==> config.mk <==
export PLATFORM = sky130hd
export DESIGN_NAME = cpu_sideband_ctl
export DESIGN_NICKNAME = d
export VERILOG_FILES = /design/src/rtl/sb_pkg.sv /design/src/rtl/sb_sync.sv /design/src/rtl/sb_init_pulse.sv /design/src/rtl/sb_cerr_ctl.sv /design/src/rtl/sb_nmi_ctl.sv /design/src/rtl/cpu_sideband_ctl.sv
export SDC_FILE = /design/constraint.sdc
export NUM_CORES = 1
export LEC_CHECK = 0
export CORE_MARGIN = 1.5
export CORE_UTILIZATION = 35
export CTS_CLUSTER_DIAMETER = 100
export DETAILED_ROUTE_END_ITERATION = 7
export PLACE_DENSITY = 0.66
export REMOVE_ABC_BUFFERS = 1
export SETUP_SLACK_MARGIN = 0.5
export SKIP_LAST_GASP = 1
export SLEW_MARGIN = 40
export SYNTH_ARGS = -nofsm -noshare
export SYNTH_HDL_FRONTEND = slang
export SYNTH_HIERARCHICAL = 1
export SYNTH_SLANG_ARGS = --single-unit
==> constraint.sdc <==
create_clock -name clk -period 1.57 [get_ports clk]
set_input_delay 0.2355 -clock clk [delete_from_list [all_inputs] [get_ports clk]]
set_output_delay 0.2355 -clock clk [all_outputs]
set_load 0.03 [all_outputs]
==> src/rtl/sb_pkg.sv <==
package sb_pkg;
  // Default I/O addresses
  localparam logic [15:0] P92_ADDR_DEF  = 16'h0092;
  localparam logic [15:0] P61_ADDR_DEF  = 16'h0061;
  localparam logic [15:0] CERR_ADDR_DEF = 16'h00F0;
  localparam logic [15:0] CFG_ADDR_DEF  = 16'h00F4;

  // Register 0x92 field positions
  localparam int P92_INIT_BIT = 0;
  localparam int P92_A20_BIT  = 1;

  // Register 0x61 field positions
  localparam int P61_BUS_DIS  = 2;
  localparam int P61_CHK_DIS  = 3;
  localparam int P61_CHK_ST   = 6;
  localparam int P61_BUS_ST   = 7;

  // NMI source indices
  localparam int NMI_SRC_BUS = 0;
  localparam int NMI_SRC_CHK = 1;
  localparam int NMI_NSRC    = 2;

  // Synchronizer lane indices
  localparam int LANE_A20  = 0;
  localparam int LANE_CERR = 1;
  localparam int LANE_BUS  = 2;
  localparam int LANE_CHK  = 3;
  localparam int LANES     = 4;
endpackage

==> src/rtl/sb_sync.sv <==
module sb_sync #(
  parameter int W = 4,
  parameter int STAGES = 2,
  parameter logic [W-1:0] RST_VAL = '0
) (
  input  logic         clk,
  input  logic         rst,
  input  logic [W-1:0] d,
  output logic [W-1:0] q
);
  logic [STAGES-1:0][W-1:0] stg;

  always_ff @(posedge clk) begin
    if (rst) begin
      for (int s = 0; s < STAGES; s++) stg[s] <= RST_VAL;
    end else begin
      stg[0] <= d;
      for (int s = 1; s < STAGES; s++) stg[s] <= stg[s-1];
    end
  end

  assign q = stg[STAGES-1];
endmodule

==> src/rtl/sb_init_pulse.sv <==
module sb_init_pulse #(
  parameter int PULSE_LEN = 16
) (
  input  logic clk,
  input  logic rst,
  input  logic start,
  output logic active
);
  localparam int CNT_W = (PULSE_LEN > 2) ? $clog2(PULSE_LEN) : 1;

  logic [CNT_W-1:0] cnt;

  always_ff @(posedge clk) begin
    if (rst) begin
      active <= 1'b0;
      cnt    <= '0;
    end else if (!active) begin
      // Requests while active are dropped
      if (start) begin
        active <= 1'b1;
        cnt    <= CNT_W'(PULSE_LEN - 1);
      end
    end else if (cnt == '0) begin
      active <= 1'b0;
    end else begin
      cnt <= cnt - 1'b1;
    end
  end
endmodule

==> src/rtl/sb_cerr_ctl.sv <==
module sb_cerr_ctl (
  input  logic clk,
  input  logic rst,
  input  logic en,
  input  logic err_present,
  input  logic cerr_wr,
  output logic irq_req,
  output logic ign_act
);
  logic err_live;
  assign err_live = en & err_present;

  always_ff @(posedge clk) begin
    if (rst) begin
      irq_req <= 1'b0;
      ign_act <= 1'b0;
    end else begin
      irq_req <= err_live;
      // Latched by a write only while the error is live; released with it
      ign_act <= err_live & (ign_act | cerr_wr);
    end
  end
endmodule

==> src/rtl/sb_nmi_ctl.sv <==
module sb_nmi_ctl #(
  parameter int NSRC = 2
) (
  input  logic            clk,
  input  logic            rst,
  input  logic [NSRC-1:0] src_n,
  input  logic [NSRC-1:0] dis,
  output logic [NSRC-1:0] st,
  output logic            nmi
);
  logic [NSRC-1:0] prev_n;

  always_ff @(posedge clk) begin
    if (rst) begin
      prev_n <= '1;
      st     <= '0;
      nmi    <= 1'b0;
    end else begin
      prev_n <= src_n;
      for (int i = 0; i < NSRC; i++) begin
        if (dis[i])                     st[i] <= 1'b0;
        else if (prev_n[i] && !src_n[i]) st[i] <= 1'b1;
      end
      nmi <= |st;
    end
  end
endmodule

==> src/rtl/cpu_sideband_ctl.sv <==
module cpu_sideband_ctl
  import sb_pkg::*;
#(
  parameter int ADDR_W = 16,
  parameter int SYNC_STAGES = 2,
  parameter int PULSE_LEN = 16,
  parameter logic [ADDR_W-1:0] P92_ADDR  = ADDR_W'(P92_ADDR_DEF),
  parameter logic [ADDR_W-1:0] P61_ADDR  = ADDR_W'(P61_ADDR_DEF),
  parameter logic [ADDR_W-1:0] CERR_ADDR = ADDR_W'(CERR_ADDR_DEF),
  parameter logic [ADDR_W-1:0] CFG_ADDR  = ADDR_W'(CFG_ADDR_DEF)
) (
  input  logic              clk,
  input  logic              rst,
  input  logic              io_wr,
  input  logic              io_rd,
  input  logic [ADDR_W-1:0] io_addr,
  input  logic [7:0]        io_wdata,
  output logic [7:0]        io_rdata,
  input  logic              a20_gate,
  input  logic              cp_err_n,
  input  logic              bus_err_n,
  input  logic              chan_chk_n,
  output logic              a20m_n,
  output logic              ignne_n,
  output logic              init_n,
  output logic              nmi,
  output logic              irq13
);
  localparam logic [LANES-1:0] SYNC_RST = 4'b1110;

  logic [1:0]          p92_q;
  logic [3:0]          p61_q;
  logic                cfg_en_q;
  logic [LANES-1:0]    raw_in, sync_q;
  logic [NMI_NSRC-1:0] nmi_st, nmi_src_n, nmi_dis;
  logic                wr92, wr61, wrcerr, wrcfg;
  logic                init_active, ign_act, irq_req;
  logic                unused_wdata;

  assign unused_wdata = ^io_wdata[7:4];

  assign wr92   = io_wr && (io_addr == P92_ADDR);
  assign wr61   = io_wr && (io_addr == P61_ADDR);
  assign wrcerr = io_wr && (io_addr == CERR_ADDR);
  assign wrcfg  = io_wr && (io_addr == CFG_ADDR);

  // Register file
  always_ff @(posedge clk) begin
    if (rst) begin
      p92_q    <= '0;
      p61_q    <= '0;
      cfg_en_q <= 1'b0;
    end else begin
      if (wr92)  p92_q    <= io_wdata[1:0];
      if (wr61)  p61_q    <= io_wdata[3:0];
      if (wrcfg) cfg_en_q <= io_wdata[0];
    end
  end

  always_ff @(posedge clk) begin
    if (rst) begin
      io_rdata <= '0;
    end else if (io_rd) begin
      if (io_addr == P92_ADDR)      io_rdata <= {6'b0, p92_q};
      else if (io_addr == P61_ADDR) io_rdata <= {nmi_st[NMI_SRC_BUS], nmi_st[NMI_SRC_CHK], 2'b0, p61_q};
      else if (io_addr == CFG_ADDR) io_rdata <= {7'b0, cfg_en_q};
      else                          io_rdata <= '0;
    end
  end

  // Input synchronizers
  always_comb begin
    raw_in            = '0;
    raw_in[LANE_A20]  = a20_gate;
    raw_in[LANE_CERR] = cp_err_n;
    raw_in[LANE_BUS]  = bus_err_n;
    raw_in[LANE_CHK]  = chan_chk_n;
  end

  sb_sync #(.W(LANES), .STAGES(SYNC_STAGES), .RST_VAL(SYNC_RST)) u_sync (
    .clk(clk), .rst(rst), .d(raw_in), .q(sync_q)
  );

  // A20 mask
  always_ff @(posedge clk) begin
    if (rst) a20m_n <= 1'b1;
    else     a20m_n <= ~(p92_q[P92_A20_BIT] | sync_q[LANE_A20]);
  end

  // Init pulse
  sb_init_pulse #(.PULSE_LEN(PULSE_LEN)) u_init (
    .clk(clk), .rst(rst), .start(wr92 && io_wdata[P92_INIT_BIT]), .active(init_active)
  );
  assign init_n = ~init_active;

  // Coprocessor error path
  sb_cerr_ctl u_cerr (
    .clk(clk), .rst(rst), .en(cfg_en_q), .err_present(~sync_q[LANE_CERR]),
    .cerr_wr(wrcerr), .irq_req(irq_req), .ign_act(ign_act)
  );
  assign irq13   = irq_req;
  assign ignne_n = ~ign_act;

  // NMI
  always_comb begin
    nmi_src_n              = '1;
    nmi_src_n[NMI_SRC_BUS] = sync_q[LANE_BUS];
    nmi_src_n[NMI_SRC_CHK] = sync_q[LANE_CHK];
    nmi_dis                = '0;
    nmi_dis[NMI_SRC_BUS]   = p61_q[P61_BUS_DIS];
    nmi_dis[NMI_SRC_CHK]   = p61_q[P61_CHK_DIS];
  end

  sb_nmi_ctl #(.NSRC(NMI_NSRC)) u_nmi (
    .clk(clk), .rst(rst), .src_n(nmi_src_n), .dis(nmi_dis), .st(nmi_st), .nmi(nmi)
  );
endmodule

# [Word-level counts from Yosys, hierarchy flattened]
# Cells that the tools add are included.
[classes] n_shift=0 order_cmp=0 n_reduce_logical=15 mux=9 div_mod_pow=0 add_sub_neg=1 eq_ne=5 bitwise_logic=8 n_mul=0
[ops] op="$eq 16x8->1 const B" n=3
[ops] op="$eq 16x7->1 const B" n=1
[ops] op="$mux 8" n=2
[ops] op="$mux 4" n=3
[ops] op="$logic_and 1x1->1" n=7
[ops] op="$reduce_or 2->1" n=3
[ops] op="$logic_not 4->1" n=1
[ops] op="$mux 1" n=4
[ops] op="$not 1->1" n=4
[ops] op="$sub 4x1->4 const B" n=1
[ops] op="$and 1x1->1" n=2
[ops] op="$logic_not 1->1" n=2
[ops] op="$ne 2x2->1 const B" n=1
[ops] op="$or 1x1->1" n=2
[ops] op="$reduce_and 2->1" n=1
[ops] op="$reduce_bool 2->1" n=1
[word_totals] latchBits=0 memories=0 input_bits=32 word_cells=53 mem_bits_ro=0 register_bits=36 mem_bits_rw=0 out_inout_bits=13

# [Longest topological paths before layout]
# Gate-level depths: netlist of run 1.
[depth] depth_word=5 depth_mapped=7 depth_no_buf=6

# [Modules after synthesis]
# Netlist of run 1, hierarchy kept.
[modules_own_cells] module="cpu_sideband_ctl" area_each_um2=762.0 seq_area_each_um2=280.3 cells_per_inst=84 n_inst=1
[modules_own_cells] module="sb_init_pulse" area_each_um2=255.2 seq_area_each_um2=100.1 cells_per_inst=27 n_inst=1
[modules_own_cells] module="sb_sync" area_each_um2=240.2 seq_area_each_um2=160.2 cells_per_inst=20 n_inst=1
[modules_own_cells] module="sb_nmi_ctl" area_each_um2=155.1 seq_area_each_um2=100.1 cells_per_inst=15 n_inst=1
[modules_own_cells] module="sb_cerr_ctl" area_each_um2=61.3 seq_area_each_um2=40.0 cells_per_inst=6 n_inst=1

# [Least setup slack after synthesis of run 1]
# OpenSTA, ideal clock, no wires.
[synth_timing] path_type="input-to-reg" from="input port io_addr[13]" to="register u_init.cnt[1]" stages=7 t_required_ns=1.479 setup_time_ns=0.091 n_path_buf=1 arrival_ns=1.535 path_slack_ns=-0.056 path_cell_list="nor4_4 and4_1 buf_4 and3_4 nor2b_1 a211oi_1 a311oi_1"
[synth_between] elab_chain_cells=5
[synth_lines] element="start, declared" line_no="cpu_sideband_ctl.sv:16" source="input logic [ADDR_W-1:0] io_addr,"
[synth_lines] element="$eq 16x8->1" line_no="cpu_sideband_ctl.sv:42" source="assign wr92 = io_wr && (io_addr == P92_ADDR);"
[synth_lines] element="$logic_and 1x1->1" line_no="cpu_sideband_ctl.sv:42"
[synth_lines] element="$logic_and 1x1->1" line_no="cpu_sideband_ctl.sv:92" source=".clk(clk), .rst(rst), .start(wr92 && io_wdata[P92_INIT_BIT]), .active(init_active)"
[synth_lines] element="$reduce_bool 2->1 (no line)"
[synth_lines] element="$reduce_and 2->1 (no line)"
[synth_lines] element="end signal, assigned" line_no="sb_init_pulse.sv:21" source="cnt <= CNT_W'(PULSE_LEN - 1);"
[synth_lines] element="end signal, assigned" line_no="sb_init_pulse.sv:26" source="cnt <= cnt - 1'b1;"
[synth_lines] element="end, declared" line_no="sb_init_pulse.sv:11" source="logic [CNT_W-1:0] cnt;"
# Every way passes these cells.
# A chain may end at the register's enable or synchronous reset.

# [Worst setup path after layout of run 1]
[layout_timing] from="register u_init.cnt[1]" to="register u_init.cnt[1]"
[layout_between] elab_chain_cells=3 word_cells_on_any_way=6 cone_classes="add/sub: 1; eq/ne: 1; mux: 2; reduce/logical: 2"
[layout_lines] element="$sub 4x1->4 / $logic_not 4->1 (equally long branches)" line_no="sb_init_pulse.sv:26, sb_init_pulse.sv:23"
[layout_lines] element="$mux 4 / $ne 2x2->1 (equally long branches)"
[layout_lines] element="$mux 4 / $reduce_and 2->1 (equally long branches)"
# Parallel ways exist; a longest one is shown, timed or not. The select of a mux whose other input is x is not followed.

==> flow_summary_export.csv, run 1 <==
group,metric,value,unit
floorplan,placement_rows,23,
floorplan,fp.dieH,67.9,µm
finish,layout.nets,243,
grt,pin_count_of_the_biggest_net_entering_global_routing,33,
detailed_routing,first_pass_iters,4,
placed_design,placement.cell_area,1950,µm²
grt,global_route.usage.total,17.0,%
placed_design,gpl.final_weighted_congestion,0.771,
setup_path,worstSetupStartpointType,"register",
clock_network,tritoncts,"built",
setup_path,crit_path_top_delay_cell,"sky130_fd_sc_hd__or3b_4",
sta,finalHoldViolations,0,
power,cellPowerDensity,820,nW/µm²
setup_path,critical-path-max-stage-delay,400,ps
floorplan,ioPinCount,45,
sta,clock-skew-final,1.57,ps
flow_run,maxCapViolCount,0,
grt,antenna_found_initial,0,
grt,grt_pass1_wl,5830,µm
setup_path,ordered_list_of_cells_on_the_worst_path,"inv_2 -> ha_4 -> or3b_4 -> a211oi_2 -> a311oi_1",
outcome,run_status,"completed",
floorplan,die_area,4610,µm²
detailed_routing,detail_route.vias_per_cell,5.02,
clock_network,ctsHtreeMaxLevel,2,
finish,layout.area.seq,688,µm²
grt,grt_overflow_total,0,
synth,syn_avg_cell_area,9.70,µm²
sta,fmax,765,MHz
finish,layout.filler_cells,370,
sta,rsz0062_at_grt,"yes",
clock_network,insertion_delay,280,ps
detailed_routing,drt_drc_violations_left,0,
detailed_routing,route.vias.total,1306,
finish,layout.cell_area.non_filler,2220,µm²
setup_path,worstSetupPathType,"register to register",
grt,grt_pass1_vias,1255,
clock_network,clock_tree.root_cell,"sky130_fd_sc_hd__clkbuf_8",
finish,layout-drive-gt1-share,47.6,%
setup_path,worst-endpoint-required,1730,ps
clock_network,postCtsHoldBufs,0,
synth,synth_edf_count,0,
setup_path,worst-endpoint-arrival,1470,ps
synth,synth_cell_types,43,
placed_design,dp.final_hpwl,2380,µm
setup_path,crit_path_end_kind,"register",
finish,number_of_diodes_added_for_antenna_fixing,0,
sta,maxSlewViolCount,0,
hold_path,hold_path.startpoint,"u_sync/stg[3]",
hold_path,hp-class,"register to register",
clock_network,cts_buffers,5,
synth,area_of_the_mapped_netlist,1470,µm²
placed_design,place.port_buffers,38,
setup_path,setup.worst_path.start,"u_init/cnt[1]",
detailed_routing,totalWireLength,3510,µm
clock_network,clkTransAtPathRegs,70,ps
detailed_routing,post_drt_wl_per_cell,13.5,µm
floorplan,initial_core_util,36.6,%
synth,seq_cells_post_synth,34,
clock_network,cts_buffer_depth,2,
finish,multi_input_area,828,µm²
power,p_leak,0.854,nW
synth,yosysWarnings,6,
floorplan,die_width,67.9,µm
synth,post_synth_inst_count,152,
sta,timing.final.setup_violations,0,
synth,synth.yosys.seq_area_share,46.2,%
setup_path,crit-reg2reg-launch,"u_init/cnt[1]",
clock_network,tritoncts_num_sinks,34,
sta,min_period_over_period,83.3,%
synth,ys.flop_type,"sky130_fd_sc_hd__dfxtp_1",
sta,period_minus_slack,1310,ps
setup_path,worstPathMaxFanout,4,
detailed_routing,first_iter_violations,25,
power,irDropWorstVdd,0.520,mV
detailed_routing,antenna_violating_nets_post_route,0,
power,totalPowerFinal,0.00182,W
floorplan,placeableCoreArea,4030,µm²
finish,area_growth_syn_to_layout,50.8,%
synth,fraction_of_registers_with_async_set_or_reset_after_synthesis,0,%
## cells by family (layout without fill, tap and decap cells)
logic type	Yosys count	count (layout)	synth area share, %
compound gates	35	35	16.6
flops	34	34	46.2
simple gates	61	61	28.0
buf+inv	18	75	6.62
other cells	1	2	0.254
fa+ha+maj	2	2	1.70
mux	1	1	0.679
## cell usage after synthesis, types with 2 or more instances
library cell | n | area, µm²
sky130_fd_sc_hd__a21oi_1 | 15 | 75.1
sky130_fd_sc_hd__and4_1 | 3 | 26.3
sky130_fd_sc_hd__buf_4 | 8 | 60.1
sky130_fd_sc_hd__clkbuf_1 | 3 | 11.3
sky130_fd_sc_hd__dfxtp_1 | 34 | 681
sky130_fd_sc_hd__ha_1 | 2 | 25.0
sky130_fd_sc_hd__inv_1 | 7 | 26.3
sky130_fd_sc_hd__nand2_1 | 4 | 15.0
sky130_fd_sc_hd__nand2b_1 | 6 | 37.5
sky130_fd_sc_hd__nand3_1 | 9 | 45.0
sky130_fd_sc_hd__nand4_1 | 3 | 18.8
sky130_fd_sc_hd__nor2_1 | 9 | 33.8
sky130_fd_sc_hd__nor2b_1 | 6 | 37.5
sky130_fd_sc_hd__nor4_4 | 2 | 42.5
sky130_fd_sc_hd__o21a_1 | 2 | 15.0
sky130_fd_sc_hd__o21ai_0 | 5 | 25.0
sky130_fd_sc_hd__or2_1 | 8 | 50.1
## registers in the layout, indices dropped and copies added, names as in the netlist
| signal | cells |
|---|---|
| u_cerr/irq_req | 1 |
| u_nmi/prev_n | 2 |
| u_nmi/nmi | 1 |
| u_cerr/ign_act | 1 |
| p92_q | 2 |
| cfg_en_q | 1 |
| u_init/active | 1 |
| u_sync/stg | 4 |
| u_nmi/st | 2 |
| io_rdata | 6 |
| p61_q | 4 |
| a20m_n | 1 |
| u_init/cnt | 4 |
| u_sync/q | 4 |
## metrics by stage
step	TNS, ps	instances	hold slack (ps)	setup slack (ps)	utilization [%]
2_1_floorplan	-73.0	142	300	-73.0	-
3_3_place_gp	-4000	242	386	-359	48.4
3_5_place_dp	-5080	242	393	-442	48.4
4_1_cts	0	259	409	245	53.7
5_1_grt	0	260	418	205	55.2
6_report	0	260	405	263	55.2
## power by group
| part | switching (W) | leakage (nW) | total, W | internal (W) |
|---|---|---|---|---|
| logic | 0.0000805 | 0.517 | 0.000166 | 0.0000857 |
| clock network | 0.000304 | 0.0579 | 0.000771 | 0.000467 |
| registers | 0.00000639 | 0.279 | 0.000884 | 0.000877 |
## worst max-delay path, delay by kind of cell, from the launching register on
family          cells  cell delay (ps)
fa+ha+maj           1              130
compound gates      2              240
flops               1              330
buf+inv             1               80
simple gates        1              400
## final timing paths
check | cells past startpoint | to | slack (ps)
max | 5 | u_init/cnt[1] | 260
min | 1 | u_sync/q[3] | 400
max reg2reg | 5 | u_init/cnt[1] | 260
min reg2reg | 1 | u_sync/q[3] | 400
## cell type report
type / count / share of cell area, %
Multi-Input combinational cell: 101 / 37.3
Sequential cell: 34 / 31.0
Timing Repair Buffer: 60 / 22.9
Clock buffer: 5 / 3.10
Tap cell: 50 / 2.82
Clock inverter: 3 / 1.80
Inverter: 7 / 1.18
## layout by cell type (no fill, tap or decap), types with 4 or more instances in the layout
cell / synthesis / final
sky130_fd_sc_hd__nand3_2: 0 / 8
sky130_fd_sc_hd__nand2_1: 4 / 4
sky130_fd_sc_hd__nor2_1: 9 / 9
sky130_fd_sc_hd__buf_4: 8 / 20
sky130_fd_sc_hd__buf_2: 0 / 13
sky130_fd_sc_hd__nand2b_1: 6 / 6
sky130_fd_sc_hd__dfxtp_1: 34 / 30
sky130_fd_sc_hd__buf_6: 0 / 12
sky130_fd_sc_hd__clkdlybuf4s50_1: 0 / 10
sky130_fd_sc_hd__or2_1: 8 / 8
sky130_fd_sc_hd__nor2b_1: 6 / 5
sky130_fd_sc_hd__inv_1: 7 / 4
sky130_fd_sc_hd__a21oi_2: 0 / 8
sky130_fd_sc_hd__clkbuf_8: 0 / 5
sky130_fd_sc_hd__a21oi_1: 15 / 7
## timing repair
action	4_1_cts	5_1_grt
gates resized for setup	163	23
setup endpoints to repair	30	27
setup buffers	8	1
cloned	1	0
pin swaps	32	5
## metal layers
layer | vias to the layer above | global-route usage, % | share of wire [%]
met3 | 4 | 5.76 | 3.8
met5 | - | 0 | 0
met2 | 27 | 30.3 | 55
met1 | 632 | 19.6 | 41
li1 | 643 | - | -
met4 | 0 | 3.75 | 0.63
Power figures use the tool's default switching activity.
==> inputs of run 2 (changes only) <==
clock period = 1.1 ns   (was 1.57 ns; I/O delays follow)
==> run 2 against run 1 <==
The flow now finishes with violations (negative setup slack). Non-clock buffer count increased by 18. Routed wire length increased by 15%. Count of clock-buffer cells in the layout increased by 2. Sequential share of layout area decreased by 2.8 points. Flip-flop and latch count unchanged.
==> flow_summary_export.csv, run 2 (synthesis results as in run 1) <==
group,metric,value,unit
outcome,run_status,"finished, violations left",
outcome,failed_checks,"negative setup slack",
setup_path,worst-endpoint-required,1260,ps
detailed_routing,first_pass_iters,4,
grt,met2_usage,31.0,%
sta,timing.final.setup_violations,9,
grt,pin_count_of_the_biggest_net_entering_global_routing,11,
sta,min_period_over_period,123,%
power,cellPowerDensity,992,nW/µm²
flow_run,maxCapViolCount,0,
floorplan,die_area,4610,µm²
sta,fmax,736,MHz
clock_network,cts_buffers,5,
floorplan,placement_rows,23,
grt,grt_pass1_vias,1419,
placed_design,dp.final_hpwl,2530,µm
finish,final_cell_mix,"sky130_fd_sc_hd__buf_4, sky130_fd_sc_hd__buf_6, sky130_fd_sc_hd__dfxtp_1",
finish,layout.nets,261,
clock_network,insertion_delay,280,ps
floorplan,fp.dieH,67.9,µm
clock_network,tritoncts,"built",
finish,final_core_util,61.7,%
detailed_routing,first_iter_violations,53,
finish,area_growth_syn_to_layout,68.7,%
setup_path,worstSetupPathType,"register to register",
power,totalPowerFinal,0.00247,W
grt,grt_pass1_wl,6180,µm
floorplan,initial_core_util,36.6,%
finish,layout.filler_cells,348,
detailed_routing,post_drt_wl_per_cell,14.5,µm
hold_path,hp-class,"primary input to register",
sta,finalHoldViolations,0,
power,irDropWorstVdd,0.716,mV
finish,number_of_diodes_added_for_antenna_fixing,0,
clock_network,clkTransAtPathRegs,70,ps
finish,number_of_flip_flops_in_the_largest_register,6,
placed_design,gpl.final_weighted_congestion,0.797,
detailed_routing,detail_route.vias_per_cell,4.92,
setup_path,reg2reg_path_depth,5,
detailed_routing,drt_drc_violations_left,0,
grt,grtUsageMet3,6.91,%
clock_network,ctsHtreeMaxLevel,2,
floorplan,placeableCoreArea,4030,µm²
sta,maxSlewViolCount,0,
finish,layout_commonest_cell,"sky130_fd_sc_hd__buf_4",
sta,clock-skew-final,4.50,ps
setup_path,worstSetupStartpointType,"register",
sta,period_minus_slack,1360,ps
floorplan,ioPinCount,45,
grt,grt_overflow_total,0,
placed_design,place.port_buffers,38,
sta,layout_setup_ws,-258,ps
grt,gr-usage-met1,19.9,%
finish,registers.top_by_ff_count,"io_rdata",
detailed_routing,totalWireLength,4040,µm
detailed_routing,antenna_violating_nets_post_route,0,
setup_path,worstPathMaxFanout,4,
grt,grt_busiest_layer,"met2",
finish,multi_input_area,913,µm²
floorplan,die_width,67.9,µm
clock_network,tritoncts_num_sinks,34,
setup_path,crit_path_end_kind,"register",
grt,antenna_found_initial,0,
grt,global_route.usage.total,18.4,%
finish,layout-drive-gt1-share,61.0,%
detailed_routing,route.vias.total,1368,
clock_network,cts_buffer_depth,2,
sta,rsz0062_at_grt,"yes",
setup_path,worst-endpoint-arrival,1520,ps
power,p_leak,0.983,nW
finish,layout.area.seq,699,µm²
hold_path,worst_hold_path.num_cells,2,
clock_network,clock_tree.root_cell,"sky130_fd_sc_hd__clkbuf_8",
-- run 2: changes by cell type in the layout (fill, tap and decap cells not counted), moves of 2 or more --
| cell | previous run | this run |
|---|---|---|
| sky130_fd_sc_hd__buf_4 | 20 | 32 |
| sky130_fd_sc_hd__dfxtp_2 | 3 | 15 |
| sky130_fd_sc_hd__buf_2 | 13 | 10 |
| sky130_fd_sc_hd__buf_6 | 12 | 23 |
| sky130_fd_sc_hd__clkdlybuf4s50_1 | 10 | 7 |
| sky130_fd_sc_hd__dfxtp_1 | 30 | 19 |
| sky130_fd_sc_hd__dlymetal6s2s_1 | 0 | 2 |
-- run 2: where the power goes --
| part | leakage [nW] | switching (W) | internal, W | total [W] |
|---|---|---|---|---|
| Clock | 0.0482 | 0.000420 | 0.000504 | 0.000924 |
| Combinational | 0.652 | 0.000130 | 0.000145 | 0.000275 |
| Sequential | 0.282 | 0.0000105 | 0.00126 | 0.00127 |
-- run 2: routing by layer --
| metal | vias up | wire [µm] |
|---|---|---|
| met4 | 0 | 129 |
| li1 | 682 | - |
| met1 | 639 | 1570 |
| met5 | - | 0 |
| met2 | 33 | 2200 |
| met3 | 14 | 137 |
-- run 2: repair_timing --
item | 4_1_cts | 5_1_grt
cloned | 1 | 0
resized for setup | 134 | 31
endpoints found under the setup margin | 45 | 42
buffers inserted | 9 | 6
endpoints found under the hold margin | 0 | 0
pin swaps | 40 | 20
hold buffers | 0 | 0
-- run 2: worst max-delay path: stages, from the launching register on --
cell and delay [ps]:
sky130_fd_sc_hd__dfxtp_2 330, sky130_fd_sc_hd__inv_2 80, sky130_fd_sc_hd__ha_4 130, sky130_fd_sc_hd__or3b_4 410
sky130_fd_sc_hd__a211oi_2 220, sky130_fd_sc_hd__a311oi_2 70
-- run 2: layout make-up --
class / count / area share [%]
Sequential cell: 34 / 28.1
Clock buffer: 7 / 3.47
Inverter: 7 / 1.06
Clock inverter: 1 / 0.201
Multi-Input combinational cell: 101 / 36.7
Tap cell: 50 / 2.52
Timing Repair Buffer: 78 / 27.9
-- run 2: final timing paths --
kind | end | start | slack (ps)
min reg2reg | u_sync/q[3] | u_sync/stg[3] | 410
max reg2reg | u_init/cnt[1] | u_init/cnt[0] | -260
max | u_init/cnt[1] | u_init/cnt[0] | -260
min | u_sync/stg[3] | chan_chk_n | 70
-- run 2: stage by stage --
| stage | instance area, µm² | setup TNS [ps] | hold WS [ps] | std cells | setup WS, ps |
|---|---|---|---|---|---|
| 3_5_place_dp | 2010 | -14940 | 392 | 254 | -814 |
| 5_1_grt | 2490 | -1820 | 88.0 | 278 | -324 |
| 4_1_cts | 2330 | -778 | 252 | 272 | -219 |
| 3_3_place_gp | 2010 | -13830 | 388 | 254 | -746 |
| 6_report | 2490 | -1140 | 73.6 | 278 | -258 |
| 2_1_floorplan | 1410 | -2670 | 230 | 142 | -472 |
==> inputs of run 3 (changes only) <==
CTS_BUF_LIST = sky130_fd_sc_hd__clkbuf_2 sky130_fd_sc_hd__clkbuf_4 sky130_fd_sc_hd__clkbuf_8   (was default)
==> run 3 against run 2 <==
Largest cell class unchanged. Combinational power barely moved. Die area did not move. Non-clock buffer count did not move. Power rose by 1.0%. Via count barely moved. Cell count did not move. Largest power group unchanged. Utilization rose by 0.093 points. Critical path type unchanged. Clock power rose by 2.8%. Count of clock-buffer cells in the layout did not move. The run still ends with negative setup slack left. Sequential power barely moved.
==> flow_summary_export.csv, run 3 (synthesis results as in run 1) <==
group,metric,value,unit
outcome,run_status,"finished, violations left",
outcome,failed_checks,"negative setup slack",
setup_path,worstPathMaxFanout,4,
floorplan,fp.dieH,67.9,µm
finish,registers.top_by_ff_count,"io_rdata",
placed_design,dp.final_hpwl,2530,µm
clock_network,cts_buffers,5,
detailed_routing,detail_route.wirelength.met1,1570,µm
floorplan,placement_rows,23,
finish,layout.cell_area.non_filler,2490,µm²
placed_design,place.port_buffers,38,
detailed_routing,uppermost_metal_layer_occupied_by_signal_nets,"met4",
detailed_routing,first_iter_violations,53,
sta,rsz0062_at_grt,"yes",
clock_network,tritoncts,"built",
placed_design,placement.cell_area,2010,µm²
power,p_leak,0.986,nW
finish,layout-drive-gt1-share,61.4,%
detailed_routing,drt_drc_violations_left,0,
clock_network,clock_tree.root_cell,"sky130_fd_sc_hd__clkbuf_8",
finish,layout.nets,261,
detailed_routing,route.vias.total,1369,
finish,number_of_diodes_added_for_antenna_fixing,0,
detailed_routing,totalWireLength,4040,µm
clock_network,cts_buffer_depth,2,
power,cellPowerDensity,1000,nW/µm²
setup_path,cp.buffers_inverters,1,
grt,grt_overflow_total,0,
setup_path,worstSetupStartpointType,"register",
clock_network,insertion_delay,280,ps
clock_network,ctsHtreeMaxLevel,2,
setup_path,worst-endpoint-required,1260,ps
detailed_routing,post_drt_wl_per_cell,14.5,µm
grt,pin_count_of_the_biggest_net_entering_global_routing,11,
finish,area_growth_syn_to_layout,68.9,%
sta,period_minus_slack,1360,ps
clock_network,postCtsHoldBufs,0,
setup_path,worst-endpoint-arrival,1520,ps
sta,timing.final.setup_violations,9,
floorplan,placeableCoreArea,4030,µm²
setup_path,worstSetupPathType,"register to register",
finish,final_cell_mix,"sky130_fd_sc_hd__buf_4, sky130_fd_sc_hd__buf_6, sky130_fd_sc_hd__dfxtp_1",
detailed_routing,first_pass_iters,4,
placed_design,pre_cts_ws,-814,ps
detailed_routing,antenna_violating_nets_post_route,0,
grt,global_route.usage.total,18.4,%
power,irDropWorstVdd,0.797,mV
setup_path,timing.critical_path.max_delay_family,"simple AND/OR/NAND/NOR gates",
power,seq_power_share,50.8,%
floorplan,initial_core_util,36.6,%
power,power.switching,0.000562,W
floorplan,die_area,4610,µm²
detailed_routing,met3RoutedLength,137,µm
setup_path,ordered_list_of_cells_on_the_worst_path,"inv_2 -> ha_4 -> or3b_4 -> a211oi_2 -> a311oi_2",
floorplan,die_width,67.9,µm
power,sw_share,22.5,%
grt,grt_pass1_wl,6180,µm
grt,grt_pass1_vias,1419,
finish,number_of_flip_flops_in_the_largest_register,6,
detailed_routing,routed-wl-met2,2200,µm
sta,layout_setup_ws,-258,ps
sta,clock-skew-final,4.05,ps
detailed_routing,detail_route.vias_per_cell,4.92,
power,power.clock.fraction,38.1,%
sta,fmax,736,MHz
sta,min_period_over_period,123,%
setup_path,crit_path_top_delay_cell,"sky130_fd_sc_hd__or3b_4",
finish,final_cells,278,
flow_run,maxCapViolCount,0,
finish,layout.filler_cells,346,
placed_design,dp.cells,254,
grt,antenna_found_initial,0,
hold_path,hp-class,"primary input to register",
power,cellInternalPower,0.00193,W
finish,final_core_util,61.8,%
sta,finalHoldViolations,0,
finish,layout_commonest_cell,"sky130_fd_sc_hd__buf_4",
sta,finalSetupTns,-1140,ps
floorplan,ioPinCount,45,
clock_network,tritoncts_num_sinks,34,
power,comb_power_share,11.0,%
setup_path,critical-path-max-stage-delay,410,ps
clock_network,clkTransAtPathRegs,70,ps
sta,maxSlewViolCount,0,
setup_path,crit_path_end_kind,"register",
placed_design,gpl.final_weighted_congestion,0.797,
run 3: cell counts in the layout (fill, tap and decap cells not counted):
No cell type changed its count.
run 3: cell type report:
class,count,area [µm²],share of cell area [%]
sequential,34,699,28.1
multi-input combinational,101,913,36.7
inverter,7,26.3,1.06
tap,50,62.6,2.51
timing repair buffer,78,693,27.8
clock buffer,7,90.1,3.62
clock inverter,1,5.00,0.201
run 3: timing repair:
item	CTS	global route
setup buffers	9	6
cloned	1	0
pin swaps	40	20
endpoints found under the setup margin	45	42
gates resized for setup	134	31
run 3: through the flow:
stage / power, W / hold WS [ps]
final: 0.00249 / 73.6
after global routing: 0.00260 / 88.0
after CTS: 0.00250 / 252
after detailed placement: 0.00155 / 392
after global placement: 0.00154 / 388
after floorplan: 0.00135 / 230
run 3: final timing paths:
check	slack [ps]	cells past startpoint	end	startpoint
worst min register to register	410	1	u_sync/q[3]	u_sync/stg[3]
worst min-delay path	70	2	u_sync/stg[3]	chan_chk_n
worst max-delay path	-260	5	u_init/cnt[1]	u_init/cnt[0]
worst max register to register	-260	5	u_init/cnt[1]	u_init/cnt[0]
run 3: power groups by stage:
| stage | Sequential (W) | Combinational, W | Clock [W] |
|---|---|---|---|
| floorplan | 0.00130 | 0.0000530 | 0 |
| global placement | 0.00129 | 0.000247 | 0 |
| detailed placement | 0.00129 | 0.000254 | 0 |
| CTS | 0.00127 | 0.000262 | 0.000971 |
| global route | 0.00127 | 0.000295 | 0.00104 |
| finish | 0.00127 | 0.000275 | 0.000950 |
run 3: layer usage:
layer | track usage, % | vias to the layer above
li1 | - | 682
met1 | 19.9 | 640
met2 | 31.0 | 33
met3 | 6.91 | 14
met4 | 10.0 | 0
met5 | 0 | -
